--- src/rtl/tws_pkg.sv ---
package tws_pkg;
  localparam int unsigned WIDTH_FIELD   = 8;
  localparam int unsigned BAD_ADDR_ONES = 32;

  typedef enum logic [2:0] {
    PH_IDLE,
    PH_ADDR,
    PH_DIR,
    PH_READ,
    PH_WRITE
  } phase_e;
endpackage

--- src/rtl/tws_pin_sync.sv ---
module tws_pin_sync #(
  parameter int unsigned      N        = 3,
  parameter int unsigned      STAGES   = 2,
  parameter logic [N-1:0]     IDLE_VAL = '0
) (
  input  logic         clk,
  input  logic         rst_n,
  input  logic [N-1:0] raw,
  output logic [N-1:0] lvl,
  output logic [N-1:0] rise,
  output logic [N-1:0] fall
);
  logic [N-1:0] chain [STAGES];
  logic [N-1:0] prev;

  for (genvar s = 0; s < STAGES; s++) begin : g_stage
    if (s == 0) begin : g_first
      always_ff @(posedge clk or negedge rst_n)
        if (!rst_n) chain[s] <= IDLE_VAL;
        else        chain[s] <= raw;
    end else begin : g_next
      always_ff @(posedge clk or negedge rst_n)
        if (!rst_n) chain[s] <= IDLE_VAL;
        else        chain[s] <= chain[s-1];
    end
  end

  always_ff @(posedge clk or negedge rst_n)
    if (!rst_n) prev <= IDLE_VAL;
    else        prev <= chain[STAGES-1];

  assign lvl  = chain[STAGES-1];
  assign rise = lvl & ~prev;
  assign fall = ~lvl & prev;
endmodule

--- src/rtl/tws_frame_ctrl.sv ---
module tws_frame_ctrl
  import tws_pkg::*;
#(
  parameter int unsigned ADDR_W = 4,
  parameter int unsigned MAXW   = 32,
  parameter int unsigned CW     = 7
) (
  input  logic              clk,
  input  logic              rst_n,
  input  logic              frame_begin,
  input  logic              frame_end,
  input  logic              sck_rise,
  input  logic              sck_fall,
  input  logic              din,
  input  logic              sel_valid,
  input  logic [CW-1:0]     sel_width,
  output logic [ADDR_W-1:0] addr,
  output logic              oe,
  output logic              rd_step,
  output logic              rd_first,
  output logic [MAXW-1:0]   wbuf,
  output logic              commit
);
  localparam int unsigned HC_W = $clog2(ADDR_W) + 1;

  phase_e            phase;
  logic [HC_W-1:0]   hcnt;
  logic [CW-1:0]     wcnt;

  always_ff @(posedge clk or negedge rst_n) begin
    if (!rst_n) begin
      phase  <= PH_IDLE;
      hcnt   <= '0;
      addr   <= '0;
      oe     <= 1'b0;
      wbuf   <= '0;
      wcnt   <= '0;
      commit <= 1'b0;
    end else begin
      commit <= 1'b0;
      if (frame_end) begin
        commit <= (phase == PH_WRITE) && sel_valid && (wcnt == sel_width);
        phase  <= PH_IDLE;
        oe     <= 1'b0;
      end else begin
        unique case (phase)
          PH_IDLE: if (frame_begin) begin
            phase <= PH_ADDR;
            hcnt  <= '0;
          end
          PH_ADDR: if (sck_rise) begin
            addr <= {addr[ADDR_W-2:0], din};
            hcnt <= hcnt + 1'b1;
            if (hcnt == HC_W'(ADDR_W - 1)) phase <= PH_DIR;
          end
          PH_DIR: if (sck_rise) begin
            phase <= din ? PH_WRITE : PH_READ;
            wcnt  <= '0;
            wbuf  <= '0;
          end
          PH_READ: if (sck_fall) oe <= 1'b1;
          PH_WRITE: if (sck_rise) begin
            wbuf <= {wbuf[MAXW-2:0], din};
            if (wcnt != '1) wcnt <= wcnt + 1'b1;
          end
          default: phase <= PH_IDLE;
        endcase
      end
    end
  end

  assign rd_step  = (phase == PH_READ) && sck_fall && !frame_end;
  assign rd_first = rd_step && !oe;

  // the pad is driven only while a read frame is open
  assert_oe_read_only_R3: assert property (@(posedge clk) disable iff (!rst_n)
    oe |-> (phase == PH_READ));

  // a write frame never enables the pad
  assert_write_no_drive_R9: assert property (@(posedge clk) disable iff (!rst_n)
    (phase == PH_WRITE) |=> !oe);
endmodule

--- src/rtl/tws_read_gen.sv ---
module tws_read_gen
  import tws_pkg::*;
#(
  parameter int unsigned MAXW = 32,
  parameter int unsigned CW   = 7
) (
  input  logic            clk,
  input  logic            rst_n,
  input  logic            step,
  input  logic            first,
  input  logic            sel_valid,
  input  logic [CW-1:0]   sel_width,
  input  logic [MAXW-1:0] sel_data,
  output logic            dout
);
  logic [CW-1:0]   cnt;
  logic [CW-1:0]   idx;
  logic [CW-1:0]   pos;
  logic [MAXW-1:0] shifted;
  logic            nxt;

  always_comb begin
    idx     = first ? '0 : cnt;
    pos     = sel_width - idx - 1'b1;
    shifted = sel_data >> pos;
    if (sel_valid) nxt = (idx < sel_width) ? shifted[0] : 1'b0;
    else           nxt = (idx < CW'(BAD_ADDR_ONES));
  end

  always_ff @(posedge clk or negedge rst_n) begin
    if (!rst_n) begin
      cnt  <= '0;
      dout <= 1'b0;
    end else if (step) begin
      dout <= nxt;
      cnt  <= (idx == '1) ? idx : idx + 1'b1;
    end
  end

  // the output moves only on a data-phase falling edge
  assert_change_on_fall_R4: assert property (@(posedge clk) disable iff (!rst_n)
    !$stable(dout) |-> $past(step));

  // past the register width the line reads zero
  assert_tail_zero_R5: assert property (@(posedge clk) disable iff (!rst_n)
    (step && sel_valid && (idx >= sel_width)) |=> !dout);

  // an unknown address yields ones for the first 32 periods
  assert_bad_addr_ones_R6: assert property (@(posedge clk) disable iff (!rst_n)
    (step && !sel_valid && (idx < CW'(BAD_ADDR_ONES))) |=> dout);
endmodule

--- src/rtl/tws_reg_bank.sv ---
module tws_reg_bank
  import tws_pkg::*;
#(
  parameter int unsigned ADDR_W = 4,
  parameter int unsigned MAXW   = 32,
  parameter int unsigned CW     = 7,
  parameter logic [(2**ADDR_W)*WIDTH_FIELD-1:0] WIDTHS = '0,
  parameter logic [(2**ADDR_W)-1:0]             VALID  = '0
) (
  input  logic                          clk,
  input  logic                          rst_n,
  input  logic                          commit,
  input  logic [ADDR_W-1:0]             addr,
  input  logic [MAXW-1:0]               wdata,
  output logic                          sel_valid,
  output logic [CW-1:0]                 sel_width,
  output logic [MAXW-1:0]               sel_data,
  output logic [(2**ADDR_W)*MAXW-1:0]   regs_flat
);
  localparam int unsigned NREG = 2 ** ADDR_W;

  logic [MAXW-1:0] dat_a [NREG];
  logic [CW-1:0]   wid_a [NREG];
  logic [NREG-1:0] val_a;

  for (genvar k = 0; k < NREG; k++) begin : g_reg
    localparam int unsigned WK = int'(WIDTHS[k*WIDTH_FIELD +: WIDTH_FIELD]);
    localparam logic [MAXW-1:0] MK =
      (WK >= MAXW) ? {MAXW{1'b1}} : MAXW'((64'd1 << WK) - 64'd1);
    if (VALID[k] && (WK > 0)) begin : g_live
      logic [MAXW-1:0] q;
      always_ff @(posedge clk or negedge rst_n)
        if (!rst_n)                             q <= '0;
        else if (commit && addr == ADDR_W'(k))  q <= wdata & MK;
      assign dat_a[k] = q;
      assign val_a[k] = 1'b1;
      assign wid_a[k] = CW'(WK);
    end else begin : g_hole
      assign dat_a[k] = '0;
      assign val_a[k] = 1'b0;
      assign wid_a[k] = '0;
    end
    assign regs_flat[k*MAXW +: MAXW] = dat_a[k];
  end

  assign sel_valid = val_a[addr];
  assign sel_width = wid_a[addr];
  assign sel_data  = dat_a[addr];

  // registers move only on a commit pulse
  assert_hold_no_commit_R9: assert property (@(posedge clk) disable iff (!rst_n)
    !commit |=> $stable(regs_flat));

  // a commit aimed at an invalid address changes nothing
  assert_bad_addr_write_R9: assert property (@(posedge clk) disable iff (!rst_n)
    (commit && !sel_valid) |=> $stable(regs_flat));
endmodule

--- src/rtl/tws_reg_slave.sv ---
module tws_reg_slave
  import tws_pkg::*;
#(
  parameter int unsigned ADDR_W = 4,
  parameter int unsigned MAXW   = 32,
  parameter logic [(2**ADDR_W)*WIDTH_FIELD-1:0] REG_WIDTHS =
    {64'h0, 8'd4, 8'd12, 8'd24, 8'd1, 8'd16, 8'd8, 8'd32, 8'd10},
  parameter logic [(2**ADDR_W)-1:0] REG_VALID = 16'h00FF
) (
  input  logic                        clk,
  input  logic                        rst_n,
  input  logic                        ser_sel_n,
  input  logic                        ser_clk,
  input  logic                        ser_din,
  output logic                        ser_dout,
  output logic                        ser_doe,
  output logic [(2**ADDR_W)*MAXW-1:0] regs_flat
);
  localparam int unsigned SPAN = ((MAXW > BAD_ADDR_ONES) ? MAXW : BAD_ADDR_ONES) + 1;
  localparam int unsigned CW   = $clog2(SPAN) + 1;

  logic [2:0] pin_lvl, pin_rise, pin_fall;
  logic       sck_rise, sck_fall, frame_begin, frame_end, din_s;
  logic       sel_valid, rd_step, rd_first, commit;
  logic [CW-1:0]     sel_width;
  logic [MAXW-1:0]   sel_data, wbuf;
  logic [ADDR_W-1:0] addr;
  logic              unused_pins;

  tws_pin_sync #(.N(3), .STAGES(2), .IDLE_VAL(3'b010)) u_sync (
    .clk  (clk),
    .rst_n(rst_n),
    .raw  ({ser_din, ser_sel_n, ser_clk}),
    .lvl  (pin_lvl),
    .rise (pin_rise),
    .fall (pin_fall)
  );

  assign sck_rise    = pin_rise[0];
  assign sck_fall    = pin_fall[0];
  assign frame_begin = pin_fall[1];
  assign frame_end   = pin_rise[1];
  assign din_s       = pin_lvl[2];
  assign unused_pins = ^{pin_lvl[1:0], pin_rise[2], pin_fall[2]};

  tws_frame_ctrl #(.ADDR_W(ADDR_W), .MAXW(MAXW), .CW(CW)) u_ctrl (
    .clk        (clk),
    .rst_n      (rst_n),
    .frame_begin(frame_begin),
    .frame_end  (frame_end),
    .sck_rise   (sck_rise),
    .sck_fall   (sck_fall),
    .din        (din_s),
    .sel_valid  (sel_valid),
    .sel_width  (sel_width),
    .addr       (addr),
    .oe         (ser_doe),
    .rd_step    (rd_step),
    .rd_first   (rd_first),
    .wbuf       (wbuf),
    .commit     (commit)
  );

  tws_reg_bank #(
    .ADDR_W(ADDR_W), .MAXW(MAXW), .CW(CW),
    .WIDTHS(REG_WIDTHS), .VALID(REG_VALID)
  ) u_bank (
    .clk      (clk),
    .rst_n    (rst_n),
    .commit   (commit),
    .addr     (addr),
    .wdata    (wbuf),
    .sel_valid(sel_valid),
    .sel_width(sel_width),
    .sel_data (sel_data),
    .regs_flat(regs_flat)
  );

  tws_read_gen #(.MAXW(MAXW), .CW(CW)) u_rd (
    .clk      (clk),
    .rst_n    (rst_n),
    .step     (rd_step),
    .first    (rd_first),
    .sel_valid(sel_valid),
    .sel_width(sel_width),
    .sel_data (sel_data),
    .dout     (ser_dout)
  );

  // releasing the select drops the output enable on the next clock
  assert_release_drops_oe_R7: assert property (@(posedge clk) disable iff (!rst_n)
    frame_end |=> !ser_doe);
endmodule

--- config.mk ---
export PLATFORM = sky130hd
export DESIGN_NAME = tws_reg_slave
export DESIGN_NICKNAME = d
export VERILOG_FILES = /design/src/rtl/tws_pkg.sv /design/src/rtl/tws_pin_sync.sv /design/src/rtl/tws_frame_ctrl.sv /design/src/rtl/tws_read_gen.sv /design/src/rtl/tws_reg_bank.sv /design/src/rtl/tws_reg_slave.sv
export SDC_FILE = /design/constraint.sdc
export NUM_CORES = 1
export LEC_CHECK = 0
export BUFFER_PORTS_ARGS = -buffer_cell sky130_fd_sc_hd__buf_2
export CORE_AREA = 2 2 201 203
export CTS_BUF_LIST = sky130_fd_sc_hd__clkbuf_8
export CTS_CLUSTER_DIAMETER = 40
export DETAILED_ROUTE_END_ITERATION = 10
export DIE_AREA = 0 0 203 205
export HOLD_SLACK_MARGIN = 0.1
export PLACE_DENSITY = 0.54
export SETUP_SLACK_MARGIN = 0.02
export SLEW_MARGIN = 30
export SYNTH_ARGS = -nofsm -noshare
export SYNTH_HDL_FRONTEND = slang
export SYNTH_SLANG_ARGS = --single-unit
--- constraint.sdc ---
create_clock -name clk -period 8.75 [get_ports clk]
set_input_delay 1.75 -clock clk [delete_from_list [all_inputs] [get_ports clk]]
set_output_delay 1.75 -clock clk [all_outputs]
set_load 0.05 [all_outputs]
== Yosys cells after proc, flatten, opt, wreduce, memory -nomap -nowiden ==
Memories as Yosys holds them, arrays and structs flattened.
Cells that the tools add are included.
Storage, ports and cells
  register bits: 174
  ROM bits: 128
  output and inout port bits: 514
  word-level logic and storage cells: 122
  memories kept: 2
Memories
  (no name shown): depth 16, bits a word 7, read ports 1, clocked after Yosys merged registers in 0, write ports 0, RTL line tws_reg_bank.sv:47  | assign sel_width = wid_a[addr];
  (no name shown): depth 16, bits a word 1, read ports 1, clocked after Yosys merged registers in 0, write ports 0, RTL line tws_reg_bank.sv:46  | assign sel_valid = val_a[addr];
Cells by class
  add/subtract/negate cells: 5
  order comparisons: 4
  equality and inequality tests: 25
  shift operators: 1
  mux-type cells: 31
  bitwise logic cells: 6
  reduce and logical (&&, ||, !) cells: 28
Operator list (number)
  $bmux 32 s4: 1
  $mux 32: 4
  $pmux 32 s2: 1
  $mux 7: 7
  $shr 32x7->1: 1
  $mux 3: 8
  $eq 4x3->1 const B: 4
  $add 7x1->7 const B: 2
  $pmux 7 s2: 1
  $logic_and 1x1->1: 13
  $pmux 3 s4: 1
  $ne 2x2->1 const B: 5
  $reduce_and 5->1: 2
  $eq 3x2->1 const B: 3
  $ne 3x3->1 const B: 3
  $eq 4x2->1 const B: 2
  $reduce_and 4->1: 2
  $reduce_bool 2->1: 4
  $eq 7x7->1: 1
  $eq 7x7->1 const B: 1
  $lt 7x6->1 const B: 1
  $lt 7x7->1: 1
  $mux 1: 7
  $ne 7x7->1 const B: 1
  other kinds (21): 24

== Logic depth before layout (Yosys ltp) ==
Gate-level depths: netlist of the first run.
  depth after elaboration: 11
  depth in mapped cells: 16
  depth with buffers taken out: 14

== Hierarchy ==
From an unflattened synthesis of the first run, not the netlist that was laid out.
Second synthesis, totals
  cell total of the unflattened synthesis: 1078
  area, all modules: 11870.1 µm²
By module, submodules not included
  tws_reg_bank: instances 1, cells an instance 757, area each 8061.5 µm²
  tws_frame_ctrl: instances 1, cells an instance 179, area each 2321.0 µm²
  tws_read_gen: instances 1, cells an instance 124, area each 1183.6 µm²
  tws_pin_sync: instances 1, cells an instance 18, area each 304.0 µm²

== Least setup slack after synthesis of the first run ==
No wires, ideal clock.
  kind: reg-to-reg
  start point: reg u_sync.prev[1]
  end point: reg u_rd.dout
  setup time: 133 ps
  data arrival time: 3149 ps
  required time: 8617 ps
  setup slack: 5468 ps
  stages on the path, launching flop included: 15
  clock period less this slack: 3282 ps
  path through: dfstp_2 -> inv_1 -> ha_1 -> nor3b_4 -> nand3_1 -> nand2_1 -> ha_1 -> fa_1 -> mux4_2 -> mux2i_1 -> o21ai_0 -> a211oi_1 -> o31ai_1 -> nand4_1 -> a211oi_2
On the way
  word-level cells in the longest chain between the ends: 11
Ends and longest elaborated chain
  start, declared: RTL line tws_pin_sync.sv:14  | logic [N-1:0] prev;
  start signal, assigned: RTL line tws_pin_sync.sv:30  | else prev <= chain[STAGES-1];
  $not 2->2 (*): RTL line tws_pin_sync.sv:33  | assign rise = lvl & ~prev;
  $and 2x2->2 (*): RTL line tws_pin_sync.sv:33
  $logic_not 1->1 (*): RTL line tws_frame_ctrl.sv:72  | assign rd_step = (phase == PH_READ) && sck_fall && !frame_end;
  $logic_and 1x1->1 (*): RTL line tws_frame_ctrl.sv:72
  $logic_and 1x1->1: RTL line tws_frame_ctrl.sv:73  | assign rd_first = rd_step && !oe;
  $mux 7: RTL line tws_read_gen.sv:23  | idx = first ? '0 : cnt;
  $sub 7x7->7: RTL line tws_read_gen.sv:24  | pos = sel_width - idx - 1'b1;
  $sub 7x1->7: RTL line tws_read_gen.sv:24
  $shr 32x7->1: RTL line tws_read_gen.sv:25  | shifted = sel_data >> pos;
  $mux 1 (2 in a row): RTL line tws_read_gen.sv:26  | if (sel_valid) nxt = (idx < sel_width) ? shifted[0] : 1'b0;
  end signal, assigned: RTL line tws_read_gen.sv:35  | dout <= nxt;
  end, declared: RTL line tws_read_gen.sv:14  | output logic dout
Mark *: on every way between the ends. The rest lies on a longest branch, timed or not.
A chain may end at the register's enable or synchronous reset.

== Final worst setup path of the first run ==
  start point: reg u_ctrl.addr[2]
  end point: reg u_rd.dout
On the way
  word-level cells in the longest chain between the ends: 9
Ends and longest elaborated chain
  start, declared: RTL line tws_frame_ctrl.sv:17  | output logic [ADDR_W-1:0] addr,
  start signal, assigned: RTL line tws_frame_ctrl.sv:52  | addr <= {addr[ADDR_W-2:0], din};
  $not 4->5 (implied by the code): RTL line tws_reg_bank.sv:47, tws_reg_bank.sv:48
  $mem_v2 16x7
  $mux 7 (implied by the code) (2 in a row): RTL line tws_reg_bank.sv:47
  $sub 7x7->7: RTL line tws_read_gen.sv:24
  $sub 7x1->7: RTL line tws_read_gen.sv:24
  $shr 32x7->1: RTL line tws_read_gen.sv:25
  $mux 1: RTL line tws_read_gen.sv:26
  $mux 1 (*): RTL line tws_read_gen.sv:26
Mark *: on every way between the ends. The rest lies on a longest branch, timed or not. The select of a mux whose other input is x is not followed.

==> results by group, run 1 <==
Flow run
  – Maxcap violations: 0

Final layout
  – Non-Filler Instances: 1,672
  – Area Growth Syn to Fin: -1.10%
  – Layout cells sized above 1: 25.8%
  – Fill cells: 4,107
  – Antenna diodes: 0
  – Fin nets: 1,159

Logic synthesis
  – Top cells by count, synth: buf_4, dfrtp_1, mux2_2
  – Largest family of logic cells by synthesized area: buffers and inverters
  – Post-synthesis share of cell area spent on xor and xnor gates: 1.59%
  – Synth Area in Compound Gates: 7.07%
  – Top post-synthesis cells by area: dfrtp_1, buf_4, mux2_2
  – Synth async-reset ratio: 100%
  – Post-synthesis cell count: 1,038
  – Yosys top cell by area: dfrtp_1
  – Top FF cell, synth: dfrtp_1
  – Post-synth EDFFs: 0
  – Post-Synth Adder-Cell Area: 2.26%
  – Top-area cell type share of the netlist area: 37.5%
  – Top-count cell post-synth: buf_4
  – Post-synthesis cell type count: 68
  – Post-synthesis mux area share: 15.8%
  – FF+latch count, synth: 174
  – Register area share after synthesis: 38.2%
  – Avg Inst Size Synth: 11.0 um2
  – Syn. warnings: 0
  – Post-synthesis simple-gate area fraction: 5.39%
  – Post-Syn Area: 0.0114 mm2

Detailed routing
  – Antenna Nets Post-Route: 0
  – Via/cell ratio: 3.97
  – DR WL/cell: 14.7 um
  – Drt drc: 0
  – Via Count: 6,631
  – Routed WL: 24.6 mm
  – Iter 0 DRT Violations: 375
  – DR pass1 iterations: 4

Place
  – Inst Count DP: 1,640
  – DP HPWL: 17.9 mm
  – Global placer's final weighted congestion: 0.809
  – IO buf count: 113

Pwr
  – VDD IR max: 0.138 mV
  – Leakage power: 6.13 nW
  – Power per Cell Area: 222 mW/mm2

Floorplan
  – Horiz. Die Dim: 203 um
  – Die Area: 0.0416 mm2
  – Starting Density: 29.0%
  – Io pins: 519
  – FP Rows: 73
  – Core area: 0.0394 mm2
  – Die Span Y: 205 um

STA
  – Min Tclk post-route: 4.06 ns
  – Slew margin rel.: 37.7%
  – Hold violation count in the final report: 0
  – Setup TNS: 0 ns
  – Final period util: 46.4%
  – F_max: 246 MHz
  – Actual slew at the worst max-slew pin: 0.935 ns
  – Final number of setup-violating endpoints: 0
  – Slew Limit Fails: 0
  – RSZ-0062 raised after global routing: false
  – Clock Skews: 0.0117 ns

Critical path
  – Crit path arrival time: 4.41 ns
  – CP endpoint kind: register
  – Crit path kind: register to register
  – Crit start category: register
  – Worst path slowest cell: dfrtp_1
  – Critical R2R Launch: u_ctrl.addr[2]$_DFFE_PN0P_
  – FF-to-FF End: u_rd.dout$_DFFE_PN0N_
  – R2R depth: 11
  – Worst path required time: 9.10 ns
  – CP Max Fanout: 15
  – CP max stage delay: 0.82 ns
  – Reg-to-reg slack, setup: 4.69 ns
  – Crit-path cells: nor2b_1 -> and2_1 -> ha_1 -> fa_1 -> mux4_2 -> mux2i_1 -> o21ai_0 -> a211oi_1 -> o31ai_1 -> nand4_1 -> a211oi_2

Global route
  – Initial antenna violation count: 0
  – GRT Overall Usage: 11.2%
  – Vias in the first global route: 5,899
  – First-pass GRT wire length: 35.9 mm
  – Largest net degree at the start of global routing: 107
  – Grt ovf: 0

Clock tree
  – Root buffer cell: clkbuf_8
  – Clock slew at reported path FFs: 0.10 ns
  – Post-CTS Hold Fix Bufs: 0
  – Clock sink count: 174
  – Post-CTS Resized: 0
  – H-tree depth: 4
  – CTS tree: yes
  – Clock Path Buffers: 2
  – # Post-CTS Setup Buffers: 0
  – Clk_lat worst skew: 0.48 ns
  – CTS Buf Count: 17

Hold path
  – Hold path depth: 0
  – Worst Hold Class: register to register
  – Endpoint, Worst Hold: u_sync.lvl[1]$_DFF_PN1_
  – Hold path start: u_sync.chain[4]$_DFF_PN1_

Outcome
  – Status: finished, final reports clean
kinds of logic after synthesis:
logic type / after synthesis
AOI/OAI and AO/OA: 107
xor gates and xnor gates: 17
adders and majority gates: 20
buffers and inverters: 464
DFF: 174
muxes: 141
other: 1
and+or+nand+nor: 114
registers in the layout, summed over array words and instances, names as in the netlist:
register / count
u_ctrl.commit: 1
u_rd.dout: 1
u_rd.cnt: 7
u_sync.chain: 3
u_bank.g.g_live.q: 107
u_ctrl.hcnt: 3
u_ctrl.wbuf: 32
u_ctrl.phase: 3
u_sync.prev: 2
u_ctrl.wcnt: 7
u_ctrl.addr: 4
u_ctrl.oe: 1
u_sync.lvl: 3
per-layer routing:
layer	global-route usage, %	vias to the layer above	routed length, um
met3	2.12	22	1240
met4	3.28	0	334
met2	18.6	272	12500
li1	-	2924	-
met5	0	-	0
met1	14.8	3413	10500
through the flow:
step	setup slack (ns)	utilization [%]	power, mW	hold WS (ns)	area (um2)
finish	4.69	28.7	2.50	0.359	11300
global route	4.38	28.7	2.65	0.354	11300
CTS	4.67	28.7	2.52	0.358	11300
detailed placement	4.69	27.7	1.94	0.348	10900
global placement	4.89	27.7	1.93	0.339	10900
floorplan	5.47	-	1.99	0.331	12900
worst max-delay path by stage:
stage                                     startpoint                    end  slack, ns  cells past startpoint
final                     u_ctrl.addr[2]$_DFFE_PN0P_  u_rd.dout$_DFFE_PN0N_       4.69                     11
after global routing      u_ctrl.addr[2]$_DFFE_PN0P_  u_rd.dout$_DFFE_PN0N_       4.38                     10
after CTS                 u_ctrl.addr[2]$_DFFE_PN0P_  u_rd.dout$_DFFE_PN0N_       4.67                     10
after detailed placement  u_ctrl.addr[2]$_DFFE_PN0P_  u_rd.dout$_DFFE_PN0N_       4.69                     11
after global placement    u_ctrl.addr[2]$_DFFE_PN0P_  u_rd.dout$_DFFE_PN0N_       4.89                     11
after floorplan             u_sync.prev[1]$_DFF_PN1_  u_rd.dout$_DFFE_PN0N_       5.47                     14
critical path: cells and delay by family (launching register included):
kind / cells / cell delay, ns
flip-flops: 1 / 0.82
AND/OR/NAND/NOR: 3 / 1.14
adder cells (fa/ha/maj): 2 / 0.90
multiplexers: 2 / 0.53
AO/OA/AOI/OAI: 4 / 0.53
cell type report:
cell class / count / area, um2 / share of cell area [%]
inverter: 19 / 71.3 / 0.631
sequential: 174 / 4360 / 38.6
timing repair buffer: 118 / 616 / 5.45
multi-input combinational: 804 / 5190 / 46.0
clock inverter: 14 / 155 / 1.37
clock buffer: 18 / 248 / 2.19
tap: 525 / 657 / 5.82
layout by cell type, fill, tap and decap left out, types with 4 or more instances in the layout:
master / instances
a211oi_1: 4
a21oi_1: 21
a221oi_1: 4
a22o_1: 32
a22oi_1: 7
and3_1: 7
buf_2: 112
buf_4: 4
clkbuf_8: 19
clkinvlp_4: 4
conb_1: 405
dfrtp_1: 171
ha_1: 19
inv_1: 19
inv_8: 5
mux2_2: 111
mux2i_1: 10
mux4_2: 15
nand2_1: 34
nand3_1: 14
nand4_1: 7
nor2_1: 21
nor3_1: 6
o21ai_0: 16
xnor2_1: 8
xor2_1: 7
power by group:
| part | total (mW) | switching (mW) | internal [mW] |
|---|---|---|---|
| logic | 1.05 | 0.791 | 0.263 |
| registers | 0.875 | 0.0458 | 0.829 |
| clock network | 0.573 | 0.329 | 0.244 |
| total | 2.50 | 1.17 | 1.34 |
No activity file was read; power rests on OpenSTA's default activity.
==> run 2: changes to the inputs <==
--- a/config.mk
+++ b/config.mk
@@ -6,13 +6,13 @@
 export NUM_CORES = 1
 export LEC_CHECK = 0
 export BUFFER_PORTS_ARGS = -buffer_cell sky130_fd_sc_hd__buf_2
-export CORE_AREA = 2 2 201 203
+export CORE_AREA = 2 2 203 205
 export CTS_BUF_LIST = sky130_fd_sc_hd__clkbuf_8
 export CTS_CLUSTER_DIAMETER = 40
 export DETAILED_ROUTE_END_ITERATION = 10
-export DIE_AREA = 0 0 203 205
+export DIE_AREA = 0 0 205 207
 export HOLD_SLACK_MARGIN = 0.1
-export PLACE_DENSITY = 0.54
+export PLACE_DENSITY = 0.53
 export SETUP_SLACK_MARGIN = 0.02
 export SLEW_MARGIN = 30
 export SYNTH_ARGS = -nofsm -noshare
==> constraint.sdc (replaced) <==
create_clock -name clk -period 4.1 [get_ports clk]
set_input_delay 0.82 -clock clk [delete_from_list [all_inputs] [get_ports clk]]
set_output_delay 0.82 -clock clk [all_outputs]
set_load 0.05 [all_outputs]
==> results by group, run 2 (synthesized netlist as in run 1, its figures left out) <==
Critical path
  – CP endpoint kind: register
  – Worst path required time: 4.44 ns (-4.66 ns)
  – Crit start category: register
  – Crit path arrival time: 4.05 ns (-0.36 ns)
  – Crit path kind: register to register
  – CP Max Fanout: 8 (-7)

Floorplan
  – Core area: 0.0404 mm2 (+2.5%)
  – Horiz. Die Dim: 205 um (+0.99%)
  – Die Span Y: 207 um (+0.98%)
  – Die Area: 0.0424 mm2 (+2.0%)
  – Io pins: 519 (unchanged)
  – Starting Density: 28.3% (-0.72 points)
  – FP Rows: 74 (+1.4%)

Place
  – Global placer's final weighted congestion: 0.792 (-2.2%)
  – IO buf count: 113 (unchanged)
  – DP HPWL: 18.1 mm (+1.3%)
  – Inst Count DP: 1,656 (+0.98%)
  – Post-DP Area: 0.0110 mm2 (+0.77%)

Pwr
  – Seq pwr share: 33.4% (-1.6 points)
  – NetSw: 2.42 mW (+110%)
  – Part of the power in combinational logic: 42.2% (about the same)
  – Pint: 3.08 mW (+130%)
  – Power per Cell Area: 482 mW/mm2 (+120%)
  – Sw frac: 44.0% (-2.6 points)
  – Total design power: 5.50 mW (+120%)
  – Leakage power: 6.22 nW (+1.4%)
  – Clock network power share: 24.3% (+1.4 points)
  – VDD IR max: 0.279 mV (+100%)

Detailed routing
  – Via Count: 6,626 (-0.075%)
  – Antenna Nets Post-Route: 0 (unchanged)
  – DR WL/cell: 14.9 um (+1.0%)
  – DR pass1 iterations: 7 (+3)
  – Iter 0 DRT Violations: 290 (-23%)
  – Drt drc: 0 (unchanged)
  – Routed WL: 25.1 mm (+2.0%)
  – Via/cell ratio: 3.93 (-1.0%)

Outcome
  – Status: finished, final reports clean

Final layout
  – Largest regs: u_bank.g.g_live.q (107), u_ctrl.wbuf (32)
  – Non-Filler Instances: 1,688 (+0.96%)
  – Layout cells sized above 1: 26.1% (+0.32 points)
  – Commonest cells after routing, fill and taps aside: conb_1, dfrtp_1, buf_2, mux2_2, nand2_1
  – Fin nets: 1,168 (+0.78%)
  – Number of flip-flops in the largest register: 107 (unchanged)
  – Biggest register: u_bank.g.g_live.q
  – Util after Layout: 28.3% (-0.42 points)
  – Antenna diodes: 0 (unchanged)
  – Post-layout instance area: 0.0114 mm2 (+1.1%)
  – Most common cell after layout, fill and taps aside: conb_1
  – Area Growth Syn to Fin: -0.0548%
  – Fill cells: 4,258 (+3.7%)

Flow run
  – Maxcap violations: 0 (unchanged)

Clock tree
  – # Post-CTS Setup Buffers: 0 (unchanged)
  – Clock sink count: 174 (unchanged)
  – Post-CTS Resized: 0 (unchanged)
  – Root buffer cell: clkbuf_8
  – Post-CTS Hold Fix Bufs: 0 (unchanged)
  – Clk_lat worst skew: 0.47 ns (about the same)
  – Clock slew at reported path FFs: 0.09 ns (about the same)
  – Clock Path Buffers: 2 (unchanged)
  – H-tree depth: 4 (unchanged)
  – CTS tree: yes
  – CTS Buf Count: 17 (unchanged)

STA
  – Clock Skews: 0.0153 ns (+0.00365 ns)
  – Setup TNS: 0 ns (unchanged)
  – Slew margin rel.: 41.5% (+3.9 points)
  – F_max: 269 MHz (+9.2%)
  – Final period util: 90.7% (+44 points)
  – Final number of setup-violating endpoints: 0 (unchanged)
  – RSZ-0062 raised after global routing: false
  – Actual slew at the worst max-slew pin: 0.877 ns (-0.0580 ns)
  – Min Tclk post-route: 3.72 ns (-0.342 ns)
  – Hold violation count in the final report: 0 (unchanged)
  – Slew Limit Fails: 0 (unchanged)

Global route
  – Vias in the first global route: 6,044 (+2.5%)
  – Initial antenna violation count: 0 (unchanged)
  – Largest net degree at the start of global routing: 91 (-15%)
  – Grt ovf: 0 (unchanged)
  – GRT Overall Usage: 11.5% (+0.32 points)
  – First-pass GRT wire length: 37.7 mm (+5.2%)

Hold path
  – Worst Hold Class: register to register
-- run 2: changes by cell type in the layout (fill, tap and decap cells not counted), sizes merged --
cell / before / now
bufinv: 1 / 4
clkinv: 4 / 5
clkinvlp: 4 / 0
inv: 24 / 22
clkbuf: 19 / 20
buf: 117 / 127
-- run 2: worst paths after layout --
path | to | start | slack (ns) | cells after the start
worst min register to register | u_sync.lvl[2]$_DFF_PN0_ | u_sync.chain[5]$_DFF_PN0_ | 0.35 | 0
max in group asynchronous | u_sync.prev[1]$_DFF_PN1_ | rst_n | 2.80 | 2
worst min-delay path | u_sync.lvl[2]$_DFF_PN0_ | u_sync.chain[5]$_DFF_PN0_ | 0.35 | 0
worst max register to register | u_rd.dout$_DFFE_PN0N_ | u_sync.prev[1]$_DFF_PN1_ | 0.38 | 14
min in group asynchronous | u_bank.g_reg[5].g_live.q[8]$_DFFE_PN0P_ | rst_n | 0.43 | 1
worst max-delay path | u_rd.dout$_DFFE_PN0N_ | u_sync.prev[1]$_DFF_PN1_ | 0.38 | 14
-- run 2: critical path, cell delays in order, from the launching register on --
cell and delay, ns:
dfstp_2 0.54, inv_1 0.04, ha_1 0.29, nor3b_4 0.34, nand3_1 0.26, nand2_1 0.24, ha_1 0.22, fa_1 0.55
mux4_2 0.33, mux2i_1 0.16, o21ai_0 0.09, a211oi_1 0.23, o31ai_1 0.12, nand4_1 0.12, a211oi_2 0.07
-- run 2: power by group through the flow --
stage	Combinational (mW)	Clock [mW]	Sequential (mW)
6_report	2.32	1.34	1.84
5_1_grt	2.52	1.46	1.85
4_1_cts	2.32	1.37	1.84
3_5_place_dp	2.31	0	1.87
3_3_place_gp	2.28	0	1.87
2_1_floorplan	2.40	0	1.85
-- run 2: layer usage --
| metal | global-route usage (%) | up-vias | routed length (um) | part of all wire (%) |
|---|---|---|---|---|
| met5 | 0 | - | 0 | 0 |
| met4 | 3.70 | 0 | 478 | 1.9 |
| met3 | 2.75 | 25 | 1520 | 6.1 |
| met2 | 18.6 | 285 | 12300 | 49 |
| met1 | 15.1 | 3365 | 10700 | 43 |
| li1 | - | 2951 | - | - |
-- run 2: layout make-up --
class / count / area, um2 / area share [%]
well taps: 532 / 666 / 5.83
multi-input cells: 804 / 5190 / 45.4
repair buffers: 127 / 689 / 6.04
clock inverters: 12 / 169 / 1.48
inverters: 19 / 71.3 / 0.625
flip-flops and latches: 174 / 4360 / 38.2
clock buffers: 20 / 275 / 2.41
-- run 2: stage by stage --
stage          setup WS (ns)  hold slack, ns
3_5_place_dp           0.427           0.336
2_1_floorplan          0.818           0.331
4_1_cts                0.388           0.354
3_3_place_gp           0.526           0.342
6_report               0.383           0.351
5_1_grt               0.0966           0.359
